[src/rtl/wdt_pkg.sv]
package wdt_pkg;
  typedef enum logic [1:0] {
    WIN_PRE  = 2'd0,
    WIN_OPEN = 2'd1,
    WIN_LOCK = 2'd2
  } win_state_e;

  localparam logic [4:0] CTRL_HI_RST = 5'b11111;
  localparam int unsigned SEL_W = 3;
endpackage

[src/rtl/wdt_ctrl_reg.sv]
module wdt_ctrl_reg
  import wdt_pkg::*;
(
  input  logic             clk_i,
  input  logic             rst_ni,
  input  logic             insn_i,
  input  logic             we_i,
  input  logic [7:0]       wdata_i,
  output logic [7:0]       rdata_o,
  output logic [SEL_W-1:0] sel_o,
  output logic             run_halt_o,
  output logic             stop_dis_o,
  output logic             sel_chg_o
);
  win_state_e win_q, win_d;
  logic [4:0] hi_q;
  logic       wr_ok;

  always_comb begin
    win_d = win_q;
    if (insn_i) begin
      case (win_q)
        WIN_PRE:  win_d = WIN_OPEN;
        WIN_OPEN: win_d = WIN_LOCK;
        default:  win_d = WIN_LOCK;
      endcase
    end
  end

  assign wr_ok     = we_i && (win_q == WIN_OPEN);
  assign sel_chg_o = wr_ok && (wdata_i[6:4] != hi_q[3:1]);

  always_ff @(posedge clk_i or negedge rst_ni) begin
    if (!rst_ni) begin
      win_q <= WIN_PRE;
      hi_q  <= CTRL_HI_RST;
    end else begin
      win_q <= win_d;
      if (wr_ok) hi_q <= wdata_i[7:3];
    end
  end

  assign rdata_o    = {hi_q, 3'b000};
  assign run_halt_o = hi_q[4];
  assign sel_o      = hi_q[3:1];
  assign stop_dis_o = hi_q[0];


  lock_hold_chk: assert property (@(posedge clk_i) disable iff (!rst_ni)
    (win_q == WIN_LOCK) |=> $stable(hi_q));

  pre_hold_chk: assert property (@(posedge clk_i) disable iff (!rst_ni)
    (win_q == WIN_PRE) |=> $stable(hi_q));

  lock_sticky_chk: assert property (@(posedge clk_i) disable iff (!rst_ni)
    (win_q == WIN_LOCK) |=> (win_q == WIN_LOCK));
endmodule

[src/rtl/wdt_term_dec.sv]
module wdt_term_dec
  import wdt_pkg::*;
#(
  parameter int unsigned BASE_W = 16,
  localparam int unsigned CNT_W = BASE_W + 6
) (
  input  logic [SEL_W-1:0] sel_i,
  output logic             en_o,
  output logic [CNT_W-1:0] term_m1_o
);
  // terminal - 1 is a mask of BASE_W + sel - 1 ones
  always_comb begin
    for (int i = 0; i < CNT_W; i++) begin
      term_m1_o[i] = (sel_i != '0) && (i < (BASE_W + int'(sel_i) - 1));
    end
  end

  assign en_o = (sel_i != '0);
endmodule

[src/rtl/wdt_counter.sv]
module wdt_counter #(
  parameter int unsigned CNT_W = 22
) (
  input  logic             clk_i,
  input  logic             rst_ni,
  input  logic             en_i,
  input  logic [CNT_W-1:0] term_m1_i,
  input  logic             refresh_i,
  input  logic             sel_chg_i,
  input  logic             halt_i,
  input  logic             run_halt_i,
  output logic             req_o
);
  logic [CNT_W-1:0] cnt_q;
  logic             req_q;
  logic             run;

  assign run = !halt_i || run_halt_i;

  always_ff @(posedge clk_i or negedge rst_ni) begin
    if (!rst_ni) begin
      cnt_q <= '0;
      req_q <= 1'b0;
    end else begin
      req_q <= 1'b0;
      if (refresh_i || sel_chg_i || !en_i) begin
        cnt_q <= '0;
      end else if (run) begin
        if (cnt_q == term_m1_i) begin
          cnt_q <= '0;
          req_q <= 1'b1;
        end else begin
          cnt_q <= cnt_q + 1'b1;
        end
      end
    end
  end

  assign req_o = req_q;


  req_pulse_chk: assert property (@(posedge clk_i) disable iff (!rst_ni)
    req_q |=> !req_q);

  refresh_clr_chk: assert property (@(posedge clk_i) disable iff (!rst_ni)
    refresh_i |=> (cnt_q == '0));

  halt_hold_chk: assert property (@(posedge clk_i) disable iff (!rst_ni)
    (halt_i && !run_halt_i && en_i && !refresh_i && !sel_chg_i)
      |=> ($stable(cnt_q) && !req_q));

  off_no_req_chk: assert property (@(posedge clk_i) disable iff (!rst_ni)
    !en_i |=> !req_q);

  sel_chg_clr_chk: assert property (@(posedge clk_i) disable iff (!rst_ni)
    sel_chg_i |=> (cnt_q == '0));
endmodule

[src/rtl/wdt_boot_lock.sv]
module wdt_boot_lock
  import wdt_pkg::*;
#(
  parameter int unsigned BASE_W = 16
) (
  input  logic       clk_i,
  input  logic       rst_ni,
  input  logic       insn_i,
  input  logic       ctrl_we_i,
  input  logic [7:0] ctrl_wdata_i,
  output logic [7:0] ctrl_rdata_o,
  input  logic       refresh_i,
  input  logic       halt_i,
  output logic       wdt_rst_o,
  output logic       stop_allow_o
);
  localparam int unsigned CNT_W = BASE_W + 6;

  logic [SEL_W-1:0] sel;
  logic             run_halt, stop_dis, sel_chg, en;
  logic [CNT_W-1:0] term_m1;

  wdt_ctrl_reg u_ctrl (
    .clk_i      (clk_i),
    .rst_ni     (rst_ni),
    .insn_i     (insn_i),
    .we_i       (ctrl_we_i),
    .wdata_i    (ctrl_wdata_i),
    .rdata_o    (ctrl_rdata_o),
    .sel_o      (sel),
    .run_halt_o (run_halt),
    .stop_dis_o (stop_dis),
    .sel_chg_o  (sel_chg)
  );

  wdt_term_dec #(.BASE_W(BASE_W)) u_dec (
    .sel_i     (sel),
    .en_o      (en),
    .term_m1_o (term_m1)
  );

  wdt_counter #(.CNT_W(CNT_W)) u_cnt (
    .clk_i      (clk_i),
    .rst_ni     (rst_ni),
    .en_i       (en),
    .term_m1_i  (term_m1),
    .refresh_i  (refresh_i),
    .sel_chg_i  (sel_chg),
    .halt_i     (halt_i),
    .run_halt_i (run_halt),
    .req_o      (wdt_rst_o)
  );

  assign stop_allow_o = !stop_dis;


  rsvd_zero_chk: assert property (@(posedge clk_i) disable iff (!rst_ni)
    ctrl_we_i |=> (ctrl_rdata_o[2:0] == 3'b000));
endmodule

[config.mk]
export PLATFORM = sky130hd
export DESIGN_NAME = wdt_boot_lock
export DESIGN_NICKNAME = d
export VERILOG_FILES = /design/src/rtl/wdt_pkg.sv /design/src/rtl/wdt_ctrl_reg.sv /design/src/rtl/wdt_term_dec.sv /design/src/rtl/wdt_counter.sv /design/src/rtl/wdt_boot_lock.sv
export SDC_FILE = /design/constraint.sdc
export NUM_CORES = 1
export LEC_CHECK = 0
export BUFFER_PORTS_ARGS = -buffer_cell sky130_fd_sc_hd__buf_2
export CAP_MARGIN = 0
export CORE_MARGIN = 3
export CORE_UTILIZATION = 55
export CTS_CLUSTER_SIZE = 16
export DETAILED_ROUTE_END_ITERATION = 12
export GPL_ROUTABILITY_DRIVEN = 0
export GPL_TIMING_DRIVEN = 1
export PLACE_DENSITY = 0.75
export SLEW_MARGIN = 40
export SYNTH_ARGS = -nofsm -noshare
export SYNTH_HDL_FRONTEND = slang
export SYNTH_SLANG_ARGS = --single-unit
[constraint.sdc]
create_clock -name clk_i -period 4.42 [get_ports clk_i]
set_clock_uncertainty 0.2 [all_clocks]
set_input_delay 0.442 -clock clk_i [delete_from_list [all_inputs] [get_ports clk_i]]
set_output_delay 0.442 -clock clk_i [all_outputs]
set_load 0.02 [all_outputs]
# After elaboration in Yosys (flattened, before gate mapping)
# Cells that the tools add are included.
[op_classes] add_sub_neg=3 n_lt_le_gt_ge=22 eq_ne=3 muxes=7 n_reduce_logical=33
[op_table] cell="< comparator 4 x 32 -> 1 bit (first input constant)" count=8
[op_table] cell="< comparator 5 x 32 -> 1 bit (first input constant)" count=6
[op_table] cell="< comparator 3 x 32 -> 1 bit (first input constant)" count=4
[op_table] cell="2-to-1 mux 22 bit" count=3
[op_table] cell="< comparator 1 x 32 -> 1 bit (first input constant)" count=2
[op_table] cell="< comparator 2 x 32 -> 1 bit (first input constant)" count=2
[op_table] cell="subtractor 32 x 1 -> 32 bit (second input constant)" count=1
[op_table] cell="logical AND 1 bit" count=24
[op_table] cell="adder 22 x 1 -> 22 bit (second input constant)" count=1
[op_table] cell="equality test 22 bit" count=1
[op_table] cell="adder 5 x 3 -> 6 bit (first input constant)" count=1
[op_table] cell="logical NOT 1 bit" count=3
[op_table] cell="logical OR 1 bit" count=3
[op_table] cell="2-to-1 mux 1 bit" count=3
[op_table] cell="!= test 3 bit" count=1
[op_table] cell="nonzero test 3 bit" count=1
[op_table] cell="equality test 2 x 1 -> 1 bit (second input constant)" count=1
[op_table] cell="logical NOT 2 bit" count=1
[op_table] cell="2-to-1 mux 2 bit" count=1
[op_table] cell="nonzero test 2 bit" count=1
[word_totals] reg_bits=30 inputBits=14 output_inout_bits=10 word_cells=72

# Logic depth before layout (Yosys ltp)
[logic_depth] ltp_word=8 depth_mapped=14 depth_no_buf=10

# Modules after synthesis
# Synthesis repeated with hierarchy kept, for this count alone.
[hier_totals] hier_cells=236 area_unflattened_um2=2182.1
[modules_own_cells] mod="wdt_counter" instances=1 cells_per_inst=160 area_each_um2=1452.6 seq_area_each_um2=575.6
[modules_own_cells] mod="wdt_ctrl_reg" instances=1 cells_per_inst=29 area_each_um2=396.6 seq_area_each_um2=181.4
[modules_own_cells] mod="wdt_term_dec" instances=1 cells_per_inst=46 area_each_um2=329.1 seq_area_each_um2=0.0
[modules_own_cells] mod="wdt_boot_lock" instances=1 cells_per_inst=1 area_each_um2=3.8 seq_area_each_um2=0.0

# Worst setup path before layout
# Ideal clock, no wire load.
[synth_path] path_type="register to register" from="reg u_ctrl.hi_q[1]" to="reg u_cnt.cnt_q[19]" setup_ns=0.126 arrival_time_ns=3.309 t_required_ns=4.094 slack_ns=0.785 stages_incl_launch_ff=14 path_buffers=3 period_less_slack_ns=3.635 cell_sequence="dfstp_2 buf_2 inv_1 ha_1 ha_1 clkbuf_1 o311a_1 a2111oi_2 o221ai_1 a2111oi_1 nand4_1 and2_1 buf_6 a221o_1"
[synth_between] elab_chain_cells=8 elab_cells_between_ends=57 cone_classes="add/sub (2); order compare (22); eq/ne (2); mux (3); reduce/logical (28)"
[synth_rtl] element="start, declared" line="wdt_ctrl_reg.sv:16" rtl="logic [4:0] hi_q;"
[synth_rtl] element="start signal, assigned" line="wdt_ctrl_reg.sv:39" rtl="if (wr_ok) hi_q <= wdata_i[7:3];"
[synth_rtl] element="adder 5 x 3 -> 6 bit" line="wdt_term_dec.sv:14" rtl="term_m1_o[i] = (sel_i != '0) && (i < (BASE_W + int'(sel_i) - 1));"
[synth_rtl] element="subtractor 32 x 1 -> 32 bit" line="wdt_term_dec.sv:14"
[synth_rtl] element="< comparator 1 x 32 -> 1 bit, or another cell as far along" line="wdt_term_dec.sv:14"
[synth_rtl] element="logical AND 1 bit" line="wdt_term_dec.sv:14"
[synth_rtl] element="equality test 22 bit" line="wdt_counter.sv:29" rtl="if (cnt_q == term_m1_i) begin"
[synth_rtl] element="2-to-1 mux 22 bit" line="wdt_counter.sv:29"
[synth_rtl] element="2-to-1 mux 22 bit" line="wdt_counter.sv:28" rtl="end else if (run) begin"
[synth_rtl] element="2-to-1 mux 22 bit" line="wdt_counter.sv:26" rtl="if (refresh_i || sel_chg_i || !en_i) begin"
[synth_rtl] element="end signal, assigned" line="wdt_counter.sv:33" rtl="cnt_q <= cnt_q + 1'b1;"
[synth_rtl] element="end, declared" line="wdt_counter.sv:14" rtl="logic [CNT_W-1:0] cnt_q;"
# Parallel ways exist; a longest one is shown, timed or not. The select of a mux whose other input is x is not followed.
# A chain may end at the register's enable or synchronous reset.

# Worst setup path in the final report
[layout_path] from="reg u_ctrl.hi_q[2]" to="reg u_cnt.cnt_q[4]"
# Same word-level chain as after synthesis.

==> results.yml <==
run_status:
  status: "finished with violations"
  violations: "hold timing"
sta:
  grt_setup_unrepaired: "false"
  period_minus_slack_ns: 3.79
  hold_viol_final: 5
  max_freq_mhz: 264
  hold_ws_ns: -0.00483
  min_period_over_period: 0.858
  relSlewSlack: 0.528
  setup_viol_count_final: 0
  tightestPinTransition_ns: 0.707
  drv_slew: 0
  setup_tns_ns: 0
place:
  place.detailed.hpwl_um: 3720
  portBuffers: 17
synthesis:
  synth_compound_area_frac: 0.220
  postSynthAreaPerCell_um2: 8.24
  synth-seq-cells: 30
  synth.distinct_cells: 59
  synthMuxAreaShare: 0.0508
  synth_edf_count: 0
  yosysWarnings: 0
  yosysSeqAreaShare: 0.331
  synth_area_mm2: 0.00229
  yosys.area_share.adder: 0.0273
  synth-simple-area-share: 0.258
  synthCells: 278
  synth-xor-area-share: 0.0306
  async_reset_ff_frac: 1.00
  synth_ff_type: "dfrtp_1"
  synth_top_family_by_area: "simple AND/OR/NAND/NOR gates"
worst_setup_path:
  rrSetupSlack_ns: 0.63
  reg2reg_from: "u_ctrl.hi_q[2]"
  r2r_cells: 11
  startpoint_type: "register"
  worstPathMaxFanout: 19
  arrival_ns: 3.76
  required_ns: 4.39
  worst_setup_path_end_kind: "register"
  rr_endpoint: "u_cnt.cnt_q[4]"
  critical_path_class: "register to register"
route:
  remaining_drc_errors: 0
  vias: 2140
  ant_nets: 0
  drt_iter0_markers: 319
  post_drt_wl_per_cell_um: 16.3
  totalWireLength_um: 5380
  first_pass_iters: 7
  via_per_inst: 6.48
clock_tree:
  cts-resized-gates: 0
  clk_path_buf_depth: 2
  cts.hold.buffers_added: 0
  clk_pin_slew_worst_paths_ns: 0.07
  cts_root_buf: "clkbuf_8"
  post_cts_buffers: 0
  htreeDepth: 2
  cts.sinks: 30
  cts_made_buffers: 5
  worstSkewPairLatency_ns: 0.29
  cts_tree: "built"
flow_run:
  maxCapViolations: 0
die:
  fp.dieArea_mm2: 0.00497
  die_x_um: 70.5
  rows: 22
  die_y_um: 70.5
  pin_count: 24
  coreArea_mm2: 0.00383
  initial_core_util: 0.598
hold_path:
  hp-class: "input pin to asynchronous set/reset pin"
finish:
  drive_gt1_frac: 0.163
  nets: 300
  synthToLayoutAreaGrowth_pct: 6.56
  diodes: 0
  fin_util: 0.638
pwr:
  power.density_mw_per_mm2: 584
  vdd_drop_max_uv: 403
  power_leakage_nw: 1.04
  p_total_mw: 1.43
global_routing:
  track_usage: 0.222
  overflow: 0
  grt_max_degree: 31
  grt_pass1_wl_um: 8890
  grt_pass1_vias: 1875
  grt_antenna_before_repair: 0
[worst max-delay path, cell delays in order, from the launching register on]
cell and delay, ns:
dfstp_2 0.64, inv_1 0.11, ha_1 0.19, ha_1 0.33, or2_2 0.35, o21ai_0 0.14
or4b_2 0.60, o41ai_2 0.30, nand4_1 0.15, buf_4 0.24, a31o_1 0.23, a22o_1 0.17
[worst max-delay path by stage]
stage,end,slack (ns),start
finish,u_cnt.cnt_q[4],0.63,u_ctrl.hi_q[2]
global route,u_cnt.cnt_q[7],0.44,u_ctrl.hi_q[1]
CTS,u_cnt.cnt_q[7],0.65,u_ctrl.hi_q[1]
detailed placement,u_cnt.cnt_q[7],0.66,u_ctrl.hi_q[1]
global placement,u_cnt.cnt_q[7],0.72,u_ctrl.hi_q[1]
floorplan,u_cnt.cnt_q[19],0.79,u_ctrl.hi_q[1]
[cell type report]
cell class,count,area (um2)
Clock buffer,8,110
Fill cell,331,1390
Inverter,11,41.3
Multi-Input combinational cell,212,1360
Sequential cell,30,757
Tap cell,48,60.1
Timing Repair Buffer,21,115
[synthesized netlist by cell type (5+ instances only)]
| library cell | number | area (um2) |
|---|---|---|
| nand2_1 | 34 | 128 |
| dfrtp_1 | 25 | 626 |
| nor2_1 | 24 | 90.1 |
| nand3_1 | 15 | 75.1 |
| clkbuf_1 | 13 | 48.8 |
| inv_1 | 11 | 41.3 |
| o21ai_0 | 9 | 45.0 |
| a31oi_1 | 8 | 50.1 |
| nor3_1 | 8 | 40.0 |
| nand4_1 | 7 | 43.8 |
| buf_2 | 6 | 30.0 |
| mux2i_1 | 6 | 60.1 |
| o211ai_1 | 6 | 45.0 |
| a22o_1 | 5 | 43.8 |
| and3_1 | 5 | 31.3 |
| buf_4 | 5 | 37.5 |
| dfstp_2 | 5 | 131 |
| ha_1 | 5 | 62.6 |
| mux2_2 | 5 | 56.3 |
| xnor2_1 | 5 | 43.8 |
[state kept, by name (all words and copies together) (netlist names)]
name,cells
u_cnt.cnt_q,22
u_ctrl.hi_q,5
u_ctrl.win_q,2
u_cnt.req_o,1
[per-layer routing]
layer  GRT usage  routed length, um  vias up
li1            -                  -     1015
met1       0.307               2400     1007
met2       0.334               2470      106
met3      0.0590                408       12
met4      0.0766                 93        0
met5           0                  0        -
[where the power goes]
group | internal (mW) | total [mW] | switching (mW)
Clock | 0.157 | 0.263 | 0.106
Combinational | 0.304 | 0.778 | 0.474
Sequential | 0.324 | 0.385 | 0.0612
Total | 0.784 | 1.43 | 0.642
[cell families (layout without fill, tap and decap cells)]
logic type	count (synthesis)	in the layout
xor+xnor	8	8
buf+inv	38	40
fa+ha+maj	5	5
flops	30	30
simple gates	120	120
compound gates	65	65
mux	11	11
other cells	1	3
[per-stage QoR]
stage	std cells	worst slack (ns)	area, um2
detailed placement	322	0.665	2330
global placement	322	0.723	2330
floorplan	280	0.785	2300
global route	330	0.440	2440
CTS	330	0.646	2440
finish	330	0.627	2440
[cells in the final DEF, fill, tap and decap left out, types with 5 or more instances in the layout]
master and count:
a22o_1 5, a31oi_1 8, and3_1 5, buf_2 17, clkbuf_8 8, dfrtp_1 25
dfstp_2 5, ha_1 5, inv_1 11, mux2_2 5, mux2i_1 6, nand2_1 34
nand3_1 15, nand4_1 7, nor2_1 24, nor3_1 8, o211ai_1 6, o21ai_0 9
xnor2_1 5
Power figures use the tool's default switching activity.
